===== config.mk =====
export PLATFORM = sky130hd
export DESIGN_NAME = async_rd_link
export DESIGN_NICKNAME = d
export VERILOG_FILES = /design/src/rtl/async_rd_pkg.sv /design/src/rtl/async_rd_sync2.sv /design/src/rtl/async_rd_requester.sv /design/src/rtl/async_rd_responder.sv /design/src/rtl/async_rd_link.sv
export SDC_FILE = /design/constraint.sdc
export NUM_CORES = 1
export LEC_CHECK = 0
export ABC_AREA = 1
export BUFFER_PORTS_ARGS = -buffer_cell sky130_fd_sc_hd__buf_2
export CAP_MARGIN = 20
export CORE_MARGIN = 5
export CORE_UTILIZATION = 50
export CTS_BUF_LIST = sky130_fd_sc_hd__clkbuf_4 sky130_fd_sc_hd__clkbuf_8
export CTS_CLUSTER_SIZE = 40
export DETAILED_ROUTE_END_ITERATION = 8
export PLACE_DENSITY = 0.72
export SLEW_MARGIN = 20
export SYNTH_ARGS = -nofsm -noshare
export SYNTH_HDL_FRONTEND = slang
export SYNTH_SLANG_ARGS = --single-unit
export TNS_END_PERCENT = 20

===== constraint.sdc =====
create_clock -name clk -period 1.88 [get_ports clk]
set_input_delay 0.094 -clock clk [delete_from_list [all_inputs] [get_ports clk]]
set_output_delay 0.094 -clock clk [all_outputs]
set_load 0.05 [all_outputs]

===== src/rtl/async_rd_pkg.sv =====
package async_rd_pkg;

  typedef enum logic [2:0] {
    RQ_IDLE,
    RQ_REQ,
    RQ_WAITD,
    RQ_ACKD,
    RQ_FIN
  } rq_state_e;

  typedef enum logic [2:0] {
    RS_IDLE,
    RS_HOLD,
    RS_DROP,
    RS_LAT,
    RS_SEND,
    RS_TAIL
  } rs_state_e;

  // Content of the responder's storage as a function of its index.
  function automatic logic [31:0] fill_word(input logic [31:0] idx);
    fill_word = (idx * 32'h9E37_79B1) ^ 32'h5A5A_C3C3;
  endfunction

endpackage


===== src/rtl/async_rd_sync2.sv =====
module async_rd_sync2 #(
  parameter int W = 1
) (
  input  logic         clk,
  input  logic         rst_n,
  input  logic [W-1:0] d_i,
  output logic [W-1:0] q_o
);
  logic [W-1:0] meta_q;
  logic [W-1:0] sync_q;

  always_ff @(posedge clk) begin
    if (!rst_n) begin
      meta_q <= '0;
      sync_q <= '0;
    end else begin
      meta_q <= d_i;
      sync_q <= meta_q;
    end
  end

  assign q_o = sync_q;
endmodule


===== src/rtl/async_rd_requester.sv =====
module async_rd_requester
  import async_rd_pkg::*;
#(
  parameter int ADDR_W = 4,
  parameter int DATA_W = 16
) (
  input  logic              clk,
  input  logic              rst_n,
  input  logic              start_i,
  input  logic [ADDR_W-1:0] addr_i,
  input  logic              ack_line_i,
  input  logic              drdy_i,
  input  logic [DATA_W-1:0] bus_i,
  output logic              rreq_o,
  output logic              ack_o,
  output logic              oe_o,
  output logic [DATA_W-1:0] bus_o,
  output logic              done_o,
  output logic [DATA_W-1:0] rdata_o
);
  rq_state_e         st_q;
  logic              rreq_q, ack_q, oe_q, done_q;
  logic [DATA_W-1:0] bus_q, rdata_q;
  logic [1:0]        sync_in, sync_out;
  logic              ack_s, drdy_s;

  assign sync_in = {drdy_i, ack_line_i};

  async_rd_sync2 #(.W(2)) u_sync (
    .clk   (clk),
    .rst_n (rst_n),
    .d_i   (sync_in),
    .q_o   (sync_out)
  );
  assign ack_s  = sync_out[0];
  assign drdy_s = sync_out[1];

  // Named events for the checks
  logic addr_launch, data_take, start_dropped, finish_seen;
  assign addr_launch   = (st_q == RQ_IDLE) && start_i;
  assign data_take     = (st_q == RQ_WAITD) && drdy_s;
  assign start_dropped = (st_q != RQ_IDLE) && start_i;
  assign finish_seen   = (st_q == RQ_FIN) && !ack_s;

  always_ff @(posedge clk) begin
    if (!rst_n) begin
      st_q    <= RQ_IDLE;
      rreq_q  <= 1'b0;
      ack_q   <= 1'b0;
      oe_q    <= 1'b0;
      bus_q   <= '0;
      done_q  <= 1'b0;
      rdata_q <= '0;
    end else begin
      done_q <= 1'b0;
      case (st_q)
        RQ_IDLE: if (addr_launch) begin
          bus_q  <= DATA_W'(addr_i);
          oe_q   <= 1'b1;
          rreq_q <= 1'b1;
          st_q   <= RQ_REQ;
        end
        RQ_REQ: if (ack_s) begin
          rreq_q <= 1'b0;
          oe_q   <= 1'b0;
          bus_q  <= '0;
          st_q   <= RQ_WAITD;
        end
        RQ_WAITD: if (data_take) begin
          rdata_q <= bus_i;
          ack_q   <= 1'b1;
          st_q    <= RQ_ACKD;
        end
        RQ_ACKD: if (!drdy_s) begin
          ack_q <= 1'b0;
          st_q  <= RQ_FIN;
        end
        RQ_FIN: if (finish_seen) begin
          done_q <= 1'b1;
          st_q   <= RQ_IDLE;
        end
        default: st_q <= RQ_IDLE;
      endcase
    end
  end

  assign rreq_o  = rreq_q;
  assign ack_o   = ack_q;
  assign oe_o    = oe_q;
  assign bus_o   = bus_q;
  assign done_o  = done_q;
  assign rdata_o = rdata_q;


  req_release_chk: assert property (@(posedge clk) disable iff (!rst_n)
    $fell(rreq_q) |-> $past(ack_line_i, 3));

  dev_ack_raise_chk: assert property (@(posedge clk) disable iff (!rst_n)
    $rose(ack_q) |-> $past(drdy_i, 3));

  done_pulse_chk: assert property (@(posedge clk) disable iff (!rst_n)
    done_q |=> !done_q);

  ignore_start_chk: assert property (@(posedge clk) disable iff (!rst_n)
    start_dropped |=> !$rose(rreq_q));
endmodule


===== src/rtl/async_rd_responder.sv =====
module async_rd_responder
  import async_rd_pkg::*;
#(
  parameter int ADDR_W = 4,
  parameter int DATA_W = 16,
  parameter int LAT_W  = 4
) (
  input  logic              clk,
  input  logic              rst_n,
  input  logic [LAT_W-1:0]  lat_i,
  input  logic              rreq_i,
  input  logic              ack_line_i,
  input  logic [ADDR_W-1:0] addr_bus_i,
  output logic              ack_o,
  output logic              drdy_o,
  output logic              oe_o,
  output logic [DATA_W-1:0] bus_o
);
  localparam int DEPTH = 1 << ADDR_W;

  rs_state_e         st_q;
  logic              ack_q, drdy_q, oe_q;
  logic [DATA_W-1:0] bus_q;
  logic [ADDR_W-1:0] addr_q;
  logic [LAT_W-1:0]  cnt_q;
  logic [DATA_W-1:0] mem_q [DEPTH];
  logic [1:0]        sync_in, sync_out;
  logic              rreq_s, ack_s;

  assign sync_in = {rreq_i, ack_line_i};

  async_rd_sync2 #(.W(2)) u_sync (
    .clk   (clk),
    .rst_n (rst_n),
    .d_i   (sync_in),
    .q_o   (sync_out)
  );
  assign ack_s  = sync_out[0];
  assign rreq_s = sync_out[1];

  // Named events for the checks
  logic addr_take, data_launch, lat_done;
  assign addr_take   = (st_q == RS_IDLE) && rreq_s;
  assign lat_done    = (cnt_q == '0);
  assign data_launch = (st_q == RS_LAT) && lat_done;

  always_ff @(posedge clk) begin
    if (!rst_n) begin
      for (int i = 0; i < DEPTH; i++) mem_q[i] <= DATA_W'(fill_word(32'(i)));
    end
  end

  always_ff @(posedge clk) begin
    if (!rst_n) begin
      st_q   <= RS_IDLE;
      ack_q  <= 1'b0;
      drdy_q <= 1'b0;
      oe_q   <= 1'b0;
      bus_q  <= '0;
      addr_q <= '0;
      cnt_q  <= '0;
    end else begin
      case (st_q)
        RS_IDLE: if (addr_take) begin
          addr_q <= addr_bus_i;
          cnt_q  <= lat_i;
          ack_q  <= 1'b1;
          st_q   <= RS_HOLD;
        end
        RS_HOLD: if (!rreq_s) begin
          ack_q <= 1'b0;
          st_q  <= RS_DROP;
        end
        RS_DROP: if (!ack_s) st_q <= RS_LAT;
        RS_LAT: begin
          if (data_launch) begin
            bus_q  <= mem_q[addr_q];
            oe_q   <= 1'b1;
            drdy_q <= 1'b1;
            st_q   <= RS_SEND;
          end else begin
            cnt_q <= cnt_q - 1'b1;
          end
        end
        RS_SEND: if (ack_s) begin
          drdy_q <= 1'b0;
          oe_q   <= 1'b0;
          bus_q  <= '0;
          st_q   <= RS_TAIL;
        end
        RS_TAIL: if (!ack_s) st_q <= RS_IDLE;
        default: st_q <= RS_IDLE;
      endcase
    end
  end

  assign ack_o  = ack_q;
  assign drdy_o = drdy_q;
  assign oe_o   = oe_q;
  assign bus_o  = bus_q;


  ack_drop_chk: assert property (@(posedge clk) disable iff (!rst_n)
    $fell(ack_q) |-> $past(!rreq_i, 3));

  drdy_drop_chk: assert property (@(posedge clk) disable iff (!rst_n)
    $fell(drdy_q) |-> $past(ack_line_i, 3));
endmodule


===== src/rtl/async_rd_link.sv =====
module async_rd_link #(
  parameter int ADDR_W = 4,
  parameter int DATA_W = 16,
  parameter int LAT_W  = 4
) (
  input  logic              clk,
  input  logic              rst_n,
  input  logic              start_i,
  input  logic [ADDR_W-1:0] addr_i,
  input  logic [LAT_W-1:0]  lat_i,
  output logic              done_o,
  output logic [DATA_W-1:0] rdata_o,
  output logic              rreq_o,
  output logic              ack_o,
  output logic              drdy_o,
  output logic [DATA_W-1:0] bus_o
);
  logic              rreq, req_ack, req_oe;
  logic              rsp_ack, drdy, rsp_oe;
  logic [DATA_W-1:0] req_bus, rsp_bus, bus;
  logic              ack_line;

  // Shared acknowledge: either side may pull it high
  assign ack_line = req_ack | rsp_ack;
  // Bus resolution
  assign bus = req_oe ? req_bus : (rsp_oe ? rsp_bus : '0);

  async_rd_requester #(.ADDR_W(ADDR_W), .DATA_W(DATA_W)) u_req (
    .clk        (clk),
    .rst_n      (rst_n),
    .start_i    (start_i),
    .addr_i     (addr_i),
    .ack_line_i (ack_line),
    .drdy_i     (drdy),
    .bus_i      (bus),
    .rreq_o     (rreq),
    .ack_o      (req_ack),
    .oe_o       (req_oe),
    .bus_o      (req_bus),
    .done_o     (done_o),
    .rdata_o    (rdata_o)
  );

  async_rd_responder #(.ADDR_W(ADDR_W), .DATA_W(DATA_W), .LAT_W(LAT_W)) u_rsp (
    .clk        (clk),
    .rst_n      (rst_n),
    .lat_i      (lat_i),
    .rreq_i     (rreq),
    .ack_line_i (ack_line),
    .addr_bus_i (bus[ADDR_W-1:0]),
    .ack_o      (rsp_ack),
    .drdy_o     (drdy),
    .oe_o       (rsp_oe),
    .bus_o      (rsp_bus)
  );

  assign rreq_o = rreq;
  assign ack_o  = ack_line;
  assign drdy_o = drdy;
  assign bus_o  = bus;


  bus_clash_chk: assert property (@(posedge clk) disable iff (!rst_n)
    !(req_oe && rsp_oe));

  drdy_raise_chk: assert property (@(posedge clk) disable iff (!rst_n)
    $rose(drdy) |-> (!ack_line && !rreq && $past(!ack_line, 3)));
endmodule


==> impl.org, run 1 <==
** Placed design
- Number of port buffers :: 46
- The congestion estimate from routability-driven global placement came to 0.848.
- Before CTS, the worst setup slack after placement is 0.331 ns.
- Placed cell count :: 518
- Detailed placement ended at an HPWL of 5040 microns.

** Clocking
- Setup fix buffers added after clock tree synthesis :: 0
- TritonCTS built the clock tree.
- Counting the buffers created by CTS gives 9.
- Number of gates resized after CTS :: 0
- After clock tree synthesis, the flow added hold-fix buffers numbering 0.
- Counting every sink on the clock net gives 65.
- In this run the clock root is driven by a sky130_fd_sc_hd__clkbuf_8.
- Number of H-tree levels :: 3
- Clock-pin slew was measured on the worst setup and hold paths at 0.07 ns.
- At the later pin of the worst-skew pair, clock insertion delay measures 0.34 ns.
- Maximum clock path buffer count :: 2

** Synthesis
- The Yosys step of the flow raised 0 warnings.
- After synthesis, the cell types taking the most area are sky130_fd_sc_hd__dfxtp_1, sky130_fd_sc_hd__nand2_1, sky130_fd_sc_hd__inv_1.
- In this run the mean area of a mapped cell was 7.24 sq um.
- Of the post-synthesis cell area, the dominant cell type holds 0.442.
- Share of the yosys chip area belonging to registers :: 0.442
- In this run, distinct cell masters in the synthesized netlist total 31.
- Fraction of registers with async set or reset after synthesis :: 0
- Counting flops and latches in the post-synthesis netlist gives 65.
- The synthesized netlist occupies a cell area of 2950 sq um.
- Net count after synthesis :: 427
- The biggest area contributor in the post-synthesis netlist is sky130_fd_sc_hd__dfxtp_1.
- Most used DFF post-synth :: sky130_fd_sc_hd__dfxtp_1
- Number of enable flip-flop cells after synthesis :: 0
- Post-Synthesis Cells :: 407

** Global route
- Pin count of the biggest net entering global routing :: 48
- Total routing resource utilization after global routing :: 0.201
- The number of global-route vias before repair came to 2,524.
- The initial antenna violation count was 0.
- Wire length of the first global-routing pass :: 11,800 microns
- Final global-route overflow total :: 0

** Timing
- Final-report setup violation count :: 0
- Final Hold Violating Endpoints :: 0
- Final worst-path setup slack :: 0.298 ns
- Worst slew slack as a fraction of its limit :: 0.699
- Max-slew violation count :: 0
- Final period util :: 0.842
- Fmax :: 632 MHz
- The clock arrives with 0.00891 ns of skew.
- Minimum clock period after layout :: 1.58 ns
- RSZ-0062 raised after global routing :: no
- Final hold analysis gives a worst-case slack of 0.00474 ns.
- For the pin with the worst max-slew slack, the measured transition is 0.451 ns.

** Route
- Via Count :: 2,746
- Pre-antenna DRT Iters :: 4
- Post-DRT Antenna Nets :: 0
- Number of vias per cell after detailed routing :: 5.14
- After detailed routing, the average wire length per cell comes to 13.1 microns.
- The routed design has 6970 microns of wire.
- After the first detailed-routing iteration, the DRC count stood at 207.
- In the routed design, unresolved DRC markers number 0.

** Floorplan
- In this run the vertical extent of the chip is 86.8 microns.
- Die W :: 86.8 microns
- Initial Util :: 0.507
- Core Rows :: 28
- During I/O placement, the number of pins put on the boundary was 47.
- Overall die area :: 7530 sq um
- Placeable core region :: 5820 sq um

** Worst setup path
- Worst Path Arrival :: 1.81 ns
- Startpoint kind of the worst setup timing path :: register
- The worst setup path is of the register to register kind.
- Required @ worst endpoint :: 2.11 ns
- Worst Path Max Fanout :: 8
- The worst setup path is captured at a register.

** Power
- P per Cell Area :: 1290 nW/um^2
- Static leakage :: 1.66 nW
- IR analysis of the VDD net gives a maximum drop of 0.672 mV.

** Cells and area
- Once layout is complete, the utilization of the core stands at 0.599.
- Number of filler instances in the final layout :: 581
- After the last flow step, the layout net total stands at 474.
- Number of diodes :: 0
- Excluding fillers, the count of instances in the completed layout stands at 534.
- Fraction of layout cells with a size suffix above 1 :: 0.183
- Area growth from synthesis to final layout :: 18.1%

** Job
- Max-cap violations in this run came to 0.

** Hold path
- Worst min-delay path category :: input pin to register

** Outcome
- The run finished with clean final reports.
[cells by family (layout without fill, tap and decap cells)]
kind of cell               after synthesis  in the layout  share of synthesized area
AOI/OAI and AO/OA                       90             90                      0.166
xor gates and xnor gates                 1              1                    0.00297
and+or+nand+nor                        168            168                      0.252
buffers and inverters                   74            126                     0.0994
adders and majority gates                9              9                     0.0382
DFF                                     65             65                      0.442
[through the flow]
stage                     cell area (sq um)  setup TNS [ns]  power (mW)
after floorplan                        2950           -1.73        2.75
after global placement                 3230               0        2.98
after detailed placement               3230               0        3.02
after CTS                              3480               0        4.48
after global routing                   3480               0        4.76
final                                  3480               0        4.48
[Yosys cell counts, types with 2 or more instances]
cell type                   n
sky130_fd_sc_hd__a21oi_1   25
sky130_fd_sc_hd__a22oi_1    4
sky130_fd_sc_hd__a31oi_1    5
sky130_fd_sc_hd__buf_2      3
sky130_fd_sc_hd__clkbuf_1   9
sky130_fd_sc_hd__dfxtp_1   65
sky130_fd_sc_hd__ha_1       9
sky130_fd_sc_hd__inv_1     55
sky130_fd_sc_hd__inv_2      4
sky130_fd_sc_hd__nand2_1   72
sky130_fd_sc_hd__nand2_2    5
sky130_fd_sc_hd__nand3_1   39
sky130_fd_sc_hd__nor2_1    44
sky130_fd_sc_hd__nor2_2     2
sky130_fd_sc_hd__o211ai_1   2
sky130_fd_sc_hd__o21ai_0   37
sky130_fd_sc_hd__o21ai_1   13
[cell usage in the layout, fill, tap and decap left out, drive strengths merged, types with 3 or more instances in the layout]
| cell type | synthesis | final |
|---|---|---|
| a21oi | 25 | 25 |
| clkbuf | 9 | 11 |
| a31oi | 5 | 5 |
| ha | 9 | 9 |
| dfxtp | 65 | 65 |
| nor2 | 47 | 47 |
| buf | 5 | 50 |
| o21ai | 51 | 51 |
| bufinv | 0 | 3 |
| nand3 | 41 | 41 |
| a22oi | 4 | 4 |
| nand2 | 77 | 77 |
| inv | 59 | 59 |
[worst max-delay path: stages, from the launching register on]
cell and delay [ns]:
sky130_fd_sc_hd__dfxtp_1 0.50, sky130_fd_sc_hd__inv_1 0.16, sky130_fd_sc_hd__ha_1 0.32, sky130_fd_sc_hd__inv_1 0.08
sky130_fd_sc_hd__nor2_1 0.05, sky130_fd_sc_hd__nand2_1 0.07, sky130_fd_sc_hd__nand2_1 0.05, sky130_fd_sc_hd__o21ai_0 0.17
sky130_fd_sc_hd__nand2_1 0.07
[routing by layer]
metal / vias up / wire length (microns) / part of all wire / GRT usage
met3: 8 / 375 / 0.054 / 0.0523
li1: 1415 / - / - / -
met4: 0 / 111 / 0.016 / 0.0822
met5: - / 0 / 0 / 0
met1: 1246 / 3120 / 0.45 / 0.259
met2: 77 / 3360 / 0.48 / 0.320
[power by group]
part | switching (mW) | total, mW | internal (mW)
sequential | 0.173 | 1.71 | 1.54
combinational | 0.898 | 1.30 | 0.401
clock | 0.538 | 1.47 | 0.930
[area by class of cell]
cell class | instances | area, sq um | share of cell area
clock buffer | 11 | 145 | 0.0417
clock inverter | 5 | 103 | 0.0295
inverter | 60 | 225 | 0.0647
multi-input combinational | 268 | 1350 | 0.389
sequential | 65 | 1300 | 0.374
tap | 75 | 93.8 | 0.0270
timing repair buffer | 50 | 260 | 0.0748
[path summary, 6_finish.rpt]
| check | end | slack (ns) | cells after the start | from |
|---|---|---|---|---|
| worst max-delay path | u_rsp.bus_o[12] | 0.30 | 8 | register |
| worst min-delay path | u_req.bus_o[2] | 0.005 | 3 | addr_i[2] |
| worst max register to register | u_rsp.bus_o[12] | 0.30 | 8 | register |
| worst min register to register | u_req.u_sync.q_o[0] | 0.41 | 2 | u_req.u_sync.meta_q[0] |
[flip-flops by register name, indices dropped and copies added (netlist names), named ones only]
name                 flops
u_rsp.u_sync.meta_q      1
u_rsp.drdy_o             1
u_rsp.addr_q             4
u_req.rdata_o           16
u_rsp.ack_o              1
u_req.bus_o              4
u_req.ack_o              1
u_req.st_q               3
u_req.done_o             1
u_req.rreq_o             1
u_rsp.u_sync.q_o         1
u_req.u_sync.q_o         2
u_rsp.bus_o             16
u_req.u_sync.meta_q      2
u_rsp.cnt_q              4
u_rsp.st_q               3
Power figures use the tool's default switching activity.
==> run 2, diff against run 1 <==
==> constraint.sdc (replaced) <==
create_clock -name clk -period 1.6 [get_ports clk]
set_input_delay 0.08 -clock clk [delete_from_list [all_inputs] [get_ports clk]]
set_output_delay 0.08 -clock clk [all_outputs]
set_load 0.05 [all_outputs]
==> run 2 against run 1 <==
Critical path depth is 4 lower. Power is 15% higher. Core utilization is 1.7 points higher. Clock power is 7% higher. Routed wire length is 3.5% lower. Sequential cell count stayed put. Final cell count is 0.75% higher. Hold slack better by 0.0048 ns. First-iteration DRC count is 33% lower. Count of clock-buffer cells in the layout is 1 higher. Critical endpoint is now bus_o[9]. Largest cell class unchanged. Highest routed layer unchanged.
==> impl.org, run 2 (synthesized netlist as in run 1, its figures left out) <==
** Power
- Static leakage :: 1.67 nW (+0.44%)
- Net switching power figure :: 1.88 mW (+17%)
- P per Cell Area :: 1440 nW/um^2 (+12%)
- Sequential share of power :: 0.394 (+0.012)
- Clock power share :: 0.304 (-0.024)
- The cell-internal power was 3.28 mW (+14%).
- Largest vdd supply drop :: 0.710 mV (+5.7%)
- The net switching fraction of the power came to 0.364 (+0.00497).
- Share of power burned in combinational logic :: 0.302 (+0.012)

** Timing
- The actual transition at the worst max-transition pin is 0.431 ns (-0.0206 ns).
- The worst setup slack after layout came to 0.122 ns (-0.176 ns).
- Of the available clock period, the critical path in the final layout requires 0.924.
- Worst slew slack as a fraction of its limit :: 0.713 (+0.0138)
- Based on the critical path, the design can be clocked at up to 677 MHz.
- Worst clock skew :: 0.00911 ns (+0.000197 ns)
- Max-slew violation count :: 0 (unchanged)
- The final-layout setup total negative slack is 0 ns (unchanged).
- Minimum clock period after layout :: 1.48 ns
- Final-report setup violation count :: 0 (unchanged)
- Final Hold Violating Endpoints :: 0 (unchanged)

** Route
- Via Count :: 2,644 (-3.7%)
- Post-route DRC violation count :: 0 (unchanged)
- Wire length after detailed routing :: 6730 microns (-3.5%)
- Post-DRT Antenna Nets :: 0 (unchanged)
- Routed length per placed instance :: 12.5 microns (-4.2%)
- Number of vias per cell after detailed routing :: 4.91 (-4.4%)
- The number of violations reported at the end of detailed-routing iteration 0 came to 138 (-33%).
- Pre-antenna DRT Iters :: 4 (unchanged)

** Clocking
- Setup fix buffers added after clock tree synthesis :: 0 (unchanged)
- Number of gates resized after CTS :: 0 (unchanged)
- The clock tree buffer depth was 2 (unchanged).
- The clock latency on the worst-skew pair is 0.33 ns (about the same).
- The clock-pin slew on the worst setup and hold paths was 0.07 ns (about the same).
- Post-CTS Hold Buffers :: 0 (unchanged)
- Clock root buffer :: sky130_fd_sc_hd__clkbuf_8
- TritonCTS built the clock tree.
- Number of H-tree levels :: 3 (unchanged)
- Number of buffers added by the clock tree synthesis step :: 9 (unchanged)
- The clock sink count is 65 (unchanged).

** Floorplan
- The number of ports placed on the die boundary is 47 (unchanged).
- Placeable core region :: 5820 sq um (unchanged)
- The height of the die was 86.8 microns (unchanged).
- The die footprint came to 7530 sq um (unchanged).
- The width of the die is 86.8 microns (unchanged).
- Initial Util :: 0.507 (unchanged)
- The number of cell rows is 28 (unchanged).

** Worst setup path
- FF-to-FF setup slack :: 0.13 ns (-0.17 ns)
- For this design, the slowest cell found on the critical path is sky130_fd_sc_hd__dfxtp_2.
- The startpoint identified for the worst register-to-register timing path is u_rsp.st_q[1].
- The worst endpoint data arrival time came to 1.40 ns (-0.41 ns).
- Worst stage delay on the critical path :: 0.43 ns (-0.07 ns)
- The worst register-to-register path ends at u_rsp.bus_o[10].
- The data required time at the worst endpoint came to 1.52 ns (-0.59 ns).
- Kind of critical path :: register to output port
- FF-to-FF path depth :: 6 (-2)
- Walking the worst path, the cells encountered are nand2_2, buf_4, nor2_4, buf_2.
- Startpoint kind of the worst setup timing path :: register
- The largest driver fanout on the critical path is 10 (+2).
- The worst setup path is captured at an output port.

** Hold path
- Hold depth :: 3 (unchanged)
- Hold path endpoint :: u_req.bus_o[2]
- Worst min-delay path category :: input pin to register
- The worst hold path begins at addr_i[2].

** Cells and area
- Final Net Count :: 478 (+0.84%)
- Number of diodes :: 0 (unchanged)
- Leaving out fill and tap cells, the most frequent cell in the layout is sky130_fd_sc_hd__nand2_1.
- Fraction of layout cells with a size suffix above 1 :: 0.235 (+0.0524)
- Area growth from synthesis to final layout :: 21.4%
- In the layout the commonest cells are sky130_fd_sc_hd__nand2_1, sky130_fd_sc_hd__dfxtp_1, sky130_fd_sc_hd__inv_1.

** Placed design
- Routability cong. :: 0.823 (-2.9%)
- DP Worst Slack :: 0.102 ns (-0.230 ns)
- Post-detailed-placement half-perimeter wirelength :: 5030 microns (-0.18%)
- The port buffer count is 46 (unchanged).

** Global route
- Total routing resource utilization after global routing :: 0.189 (-0.0123)
- The wire length of the first global-routing pass came to 11,200 microns (-4.9%).
- Final global-route overflow total :: 0 (unchanged)
- Pin count of the biggest net entering global routing :: 48 (unchanged)
- The initial antenna violation count came to 0 (unchanged).
- Via count of the first global-routing pass :: 2,412 (-4.4%)

** Outcome
- Outcome :: finished clean

** Job
- Max-capacitance violation count :: 0 (unchanged)
[run 2: worst max-delay path by stage]
| stage | startpoint | end | slack (ns) |
|---|---|---|---|
| 2_1_floorplan | u_rsp.drdy_o | u_req.rdata_o[2] | -0.005 |
| 3_3_place_gp | register | u_rsp.bus_o[12] | 0.15 |
| 3_5_place_dp | register | u_rsp.bus_o[12] | 0.10 |
| 4_1_cts | u_rsp.st_q[1] | u_rsp.bus_o[10] | 0.07 |
| 5_1_grt | u_rsp.cnt_q[0] | u_rsp.st_q[2] | -0.003 |
| 6_report | u_rsp.drdy_o | bus_o[9] | 0.12 |
[run 2: layout make-up]
type	count	area, sq um
clock buffer	12	153
clock inverter	4	76.3
fill	541	2240
inverter	60	225
multi-input combinational	268	1430
sequential	65	1310
tap	75	93.8
timing repair buffer	54	290
[run 2: critical path, delay by kind of cell (launching register included)]
kind          cells  cell delay (ns)
buf+inv           2             0.45
flops             1             0.43
simple gates      2             0.18
[run 2: routing by layer]
| metal | up-vias | global-route usage | wire length, microns |
|---|---|---|---|
| met5 | - | 0 | 0 |
| met4 | 0 | 0.0552 | 63 |
| met3 | 7 | 0.0523 | 298 |
| met2 | 54 | 0.300 | 3200 |
| met1 | 1170 | 0.250 | 3170 |
| li1 | 1413 | - | - |
[run 2: stage by stage]
stage / cells / total power [mW] / utilization / instance area, sq um / hold WS (ns)
6_report: 538 / 5.15 / 0.615 / 3580 / 0.00952
4_1_cts: 538 / 5.15 / 0.613 / 3570 / 0.00315
3_5_place_dp: 522 / 3.58 / 0.574 / 3340 / 0.341
3_3_place_gp: 522 / 3.55 / 0.574 / 3340 / 0.338
5_1_grt: 538 / 5.50 / 0.615 / 3580 / 0.0131
2_1_floorplan: 407 / 3.27 / - / 3020 / 0.241
[run 2: power groups by stage]
stage	clock network [mW]	registers [mW]	logic, mW
after floorplan	0	2.05	1.22
after CTS	1.60	2.03	1.53
after global routing	1.68	2.06	1.77
final	1.57	2.03	1.55
after global placement	0	2.05	1.50
after detailed placement	0	2.06	1.52
==> run 3, diff against run 2 <==
--- a/config.mk
+++ b/config.mk
@@ -8,13 +8,12 @@
 export ABC_AREA = 1
 export BUFFER_PORTS_ARGS = -buffer_cell sky130_fd_sc_hd__buf_2
 export CAP_MARGIN = 20
-export CORE_MARGIN = 5
+export CORE_MARGIN = 2
 export CORE_UTILIZATION = 50
 export CTS_BUF_LIST = sky130_fd_sc_hd__clkbuf_4 sky130_fd_sc_hd__clkbuf_8
 export CTS_CLUSTER_SIZE = 40
 export DETAILED_ROUTE_END_ITERATION = 8
 export PLACE_DENSITY = 0.72
-export SLEW_MARGIN = 20
 export SYNTH_ARGS = -nofsm -noshare
 export SYNTH_HDL_FRONTEND = slang
 export SYNTH_SLANG_ARGS = --single-unit
==> run 3 against run 2 <==
Sequential power about the same. Clock skew down 0.00077 ns. Core utilization up 2.3 points. Fmax rose by 0.25%. Non-clock buffer count increased by 1. Sequential share of layout area hardly changed. Die area shrank 13%. Hold slack improved by 0.00071 ns. Routed wire length is 1.9% lower. Worst setup slack gained 0.0036 ns. Clock power shrank 8%. Largest power group unchanged. Highest routed layer unchanged.
==> impl.org, run 3 (synthesized netlist as in run 1, its figures left out) <==
** Worst setup path
- Cell type group with the largest total delay on the critical path :: flip-flops
- The register-to-register setup slack came to 0.13 ns (about the same).
- Worst Path Arrival :: 1.39 ns (about the same)
- In this run the worst setup path begins at u_rsp.drdy_o.
- Required @ worst endpoint :: 1.52 ns (about the same)
- Worst path bufs/invs :: 2 (unchanged)
- In this run the critical register-to-register path is captured at u_rsp.addr_q[2].
- Max stage delay cell, worst path :: sky130_fd_sc_hd__dfxtp_2
- Worst Path Max Fanout :: 10 (unchanged)
- The worst stage delay on the critical path is 0.43 ns (about the same).
- By startpoint and endpoint, the worst setup path is classified as register to output port.
- Startpoint kind of the worst setup timing path :: register
- STA classifies the critical path endpoint as an output port.
- The startpoint identified for the worst register-to-register timing path is u_rsp.st_q[0].
- Walking the worst path, the cells encountered are nand2_2, inv_1, nand2_1, nand2_4, buf_2.
- FF-to-FF path depth :: 5 (-1)

** Cells and area
- Fraction of layout cells with a size suffix above 1 :: 0.237 (+0.00165)
- The post-route core utilization was 0.638 (+0.0232).
- Area growth from synthesis to final layout :: 21.5% (about the same)
- Commonest cells after routing, fill and taps aside :: sky130_fd_sc_hd__nand2_1, sky130_fd_sc_hd__dfxtp_1, sky130_fd_sc_hd__inv_1
- The count of antenna diodes in the layout is 0 (unchanged).
- Final Net Count :: 479 (+0.21%)
- Leaving out fill and tap cells, the most frequent cell in the layout is sky130_fd_sc_hd__nand2_1.

** Hold path
- The number of instances on the worst hold path was 3 (unchanged).
- Worst min-delay path category :: input pin to register
- The startpoint identified for the worst hold timing path is addr_i[0].
- The worst hold path terminates at u_req.bus_o[0].

** Route
- The number of vias per cell after detailed routing was 5.08 (+3.4%).
- The number of violations reported at the end of detailed-routing iteration 0 is 154 (+12%).
- The average routed wire per standard cell came to 12.3 microns (-1.5%).
- The total wirelength of the detailed-routed design was 6600 microns (-1.9%).
- Post-route DRC violation count :: 0 (unchanged)
- Via Count :: 2,723 (+3.0%)
- The count of TritonRoute iterations in the first routing pass came to 5 (+1).
- Post-DRT Antenna Nets :: 0 (unchanged)

** Outcome
- The run finished with clean final reports.

** Clocking
- The clock sink count came to 65 (unchanged).
- Number of buffers added by the clock tree synthesis step :: 9 (unchanged)
- The clock tree buffer depth came to 2 (unchanged).
- Number of H-tree levels :: 3 (unchanged)
- CTS placed an instance of sky130_fd_sc_hd__clkbuf_8 at the clock tree root.
- Clock transition at the register clock pins on the worst setup and hold paths after CTS :: 0.07 ns (about the same)
- TritonCTS built the clock tree.
- Worst skew pair latency :: 0.33 ns (about the same)
- Setup fix buffers added after clock tree synthesis :: 0 (unchanged)
- Post-CTS Hold Buffers :: 0 (unchanged)

** Global route
- The global-route congestion overflow total was 0 (unchanged).
- Pin count of the biggest net entering global routing :: 48 (unchanged)
- Wire length of the first global-routing pass :: 11,000 microns (-2.1%)
- The initial antenna violation count is 0 (unchanged).
- Via count of the first global-routing pass :: 2,470 (+2.4%)
- The global-route total usage across every layer came to 0.218 (+0.0291).

** Placed design
- Number of port buffers :: 46 (unchanged)
- The weighted congestion reported at the end of routability-driven placement was 0.866 (+5.3%).
- Post-detailed-placement half-perimeter wirelength :: 4890 microns (-2.8%)

** Job
- The count of max-cap constraint violations is 0 (unchanged).

** Timing
- The smallest hold slack was 0.0102 ns (+0.000705 ns).
- Setup repair after global routing left no endpoint under its margin.
- The actual transition at the worst max-transition pin came to 0.444 ns (+0.0137 ns).
- Fmax :: 678 MHz (+0.25%)
- The max-slew violation count is 0 (unchanged).
- The worst-case headroom to the max-slew limit is 0.704 (-0.00912).
- The worst setup skew after layout is 0.00834 ns (-0.000771 ns).
- Final-report setup violation count :: 0 (unchanged)
- The share of the clock period used by the worst path came to 0.921 (-0.00227).
- Final Hold Violating Endpoints :: 0 (unchanged)
- Minimum clock period after layout :: 1.47 ns (-0.00364 ns)

** Floorplan
- The floorplan core area is 5610 sq um (-3.6%).
- The height of the die is 80.8 microns (-6.9%).
- The width of the die was 80.8 microns (-6.9%).
- The number of cell rows was 27 (-3.6%).
- Boundary pin count :: 47 (unchanged)
- Initial Util :: 0.525 (+0.0188)
- The die footprint came to 6520 sq um (-13%).

** Power
- P per Cell Area :: 1410 nW/um^2 (-1.8%)
- Static leakage :: 1.67 nW (+0.21%)
- The peak ir drop on the vdd network came to 0.684 mV (-3.7%).
[run 3: power by group]
group          internal (mW)  switching (mW)  leakage, nW
Sequential              1.81           0.203        0.528
Clock                  0.844           0.603        0.105
Combinational          0.523            1.08         1.04
[run 3: how the worst max path moves through the flow]
| stage | cells after the start | slack, ns | end |
|---|---|---|---|
| 2_1_floorplan | 7 | -0.005 | u_req.rdata_o[2] |
| 3_3_place_gp | 6 | 0.1 | u_rsp.bus_o[7] |
| 3_5_place_dp | 6 | 0.07 | u_rsp.bus_o[7] |
| 4_1_cts | 6 | 0.04 | u_rsp.bus_o[7] |
| 5_1_grt | 6 | 0.009 | u_rsp.bus_o[7] |
| 6_report | 5 | 0.13 | bus_o[1] |
[run 3: tightest hold or removal path, cell delays in order]
cell and delay [ns]:
sky130_fd_sc_hd__buf_2 0.07, sky130_fd_sc_hd__a22oi_1 0.06, sky130_fd_sc_hd__nor2_1 0.08
[run 3: per-layer routing]
metal / up-vias / global-route usage / wire length, microns
met3: 8 / 0.0500 / 315
met5: - / 0 / 0
met1: 1227 / 0.280 / 3200
met2: 71 / 0.350 / 2990
li1: 1417 / - / -
met4: 0 / 0.0983 / 96
[run 3: stage by stage]
| stage | cells | power [mW] | instance area (sq um) | setup slack, ns | TNS (ns) |
|---|---|---|---|---|---|
| 3_3_place_gp | 520 | 3.57 | 3350 | 0.0967 | 0 |
| 6_report | 536 | 5.06 | 3580 | 0.126 | 0 |
| 3_5_place_dp | 520 | 3.62 | 3350 | 0.0688 | 0 |
| 4_1_cts | 536 | 5.06 | 3570 | 0.0446 | 0 |
| 2_1_floorplan | 407 | 3.27 | 3020 | -0.00499 | -0.00995 |
| 5_1_grt | 536 | 5.38 | 3580 | 0.00890 | 0 |
[run 3: final cells by class]
type / count / area, sq um
repair buffers: 55 / 310
inverters: 60 / 225
clock inverters: 4 / 50.0
fillers: 527 / 2030
clock buffers: 12 / 165
well taps: 72 / 90.1
multi-input cells: 268 / 1430
flip-flops and latches: 65 / 1310
[run 3: repair_timing]
item / CTS / global route
endpoints found under the setup margin: 0 / 14
hold endpoints to repair: 0 / 0
gates resized for setup: 0 / 3
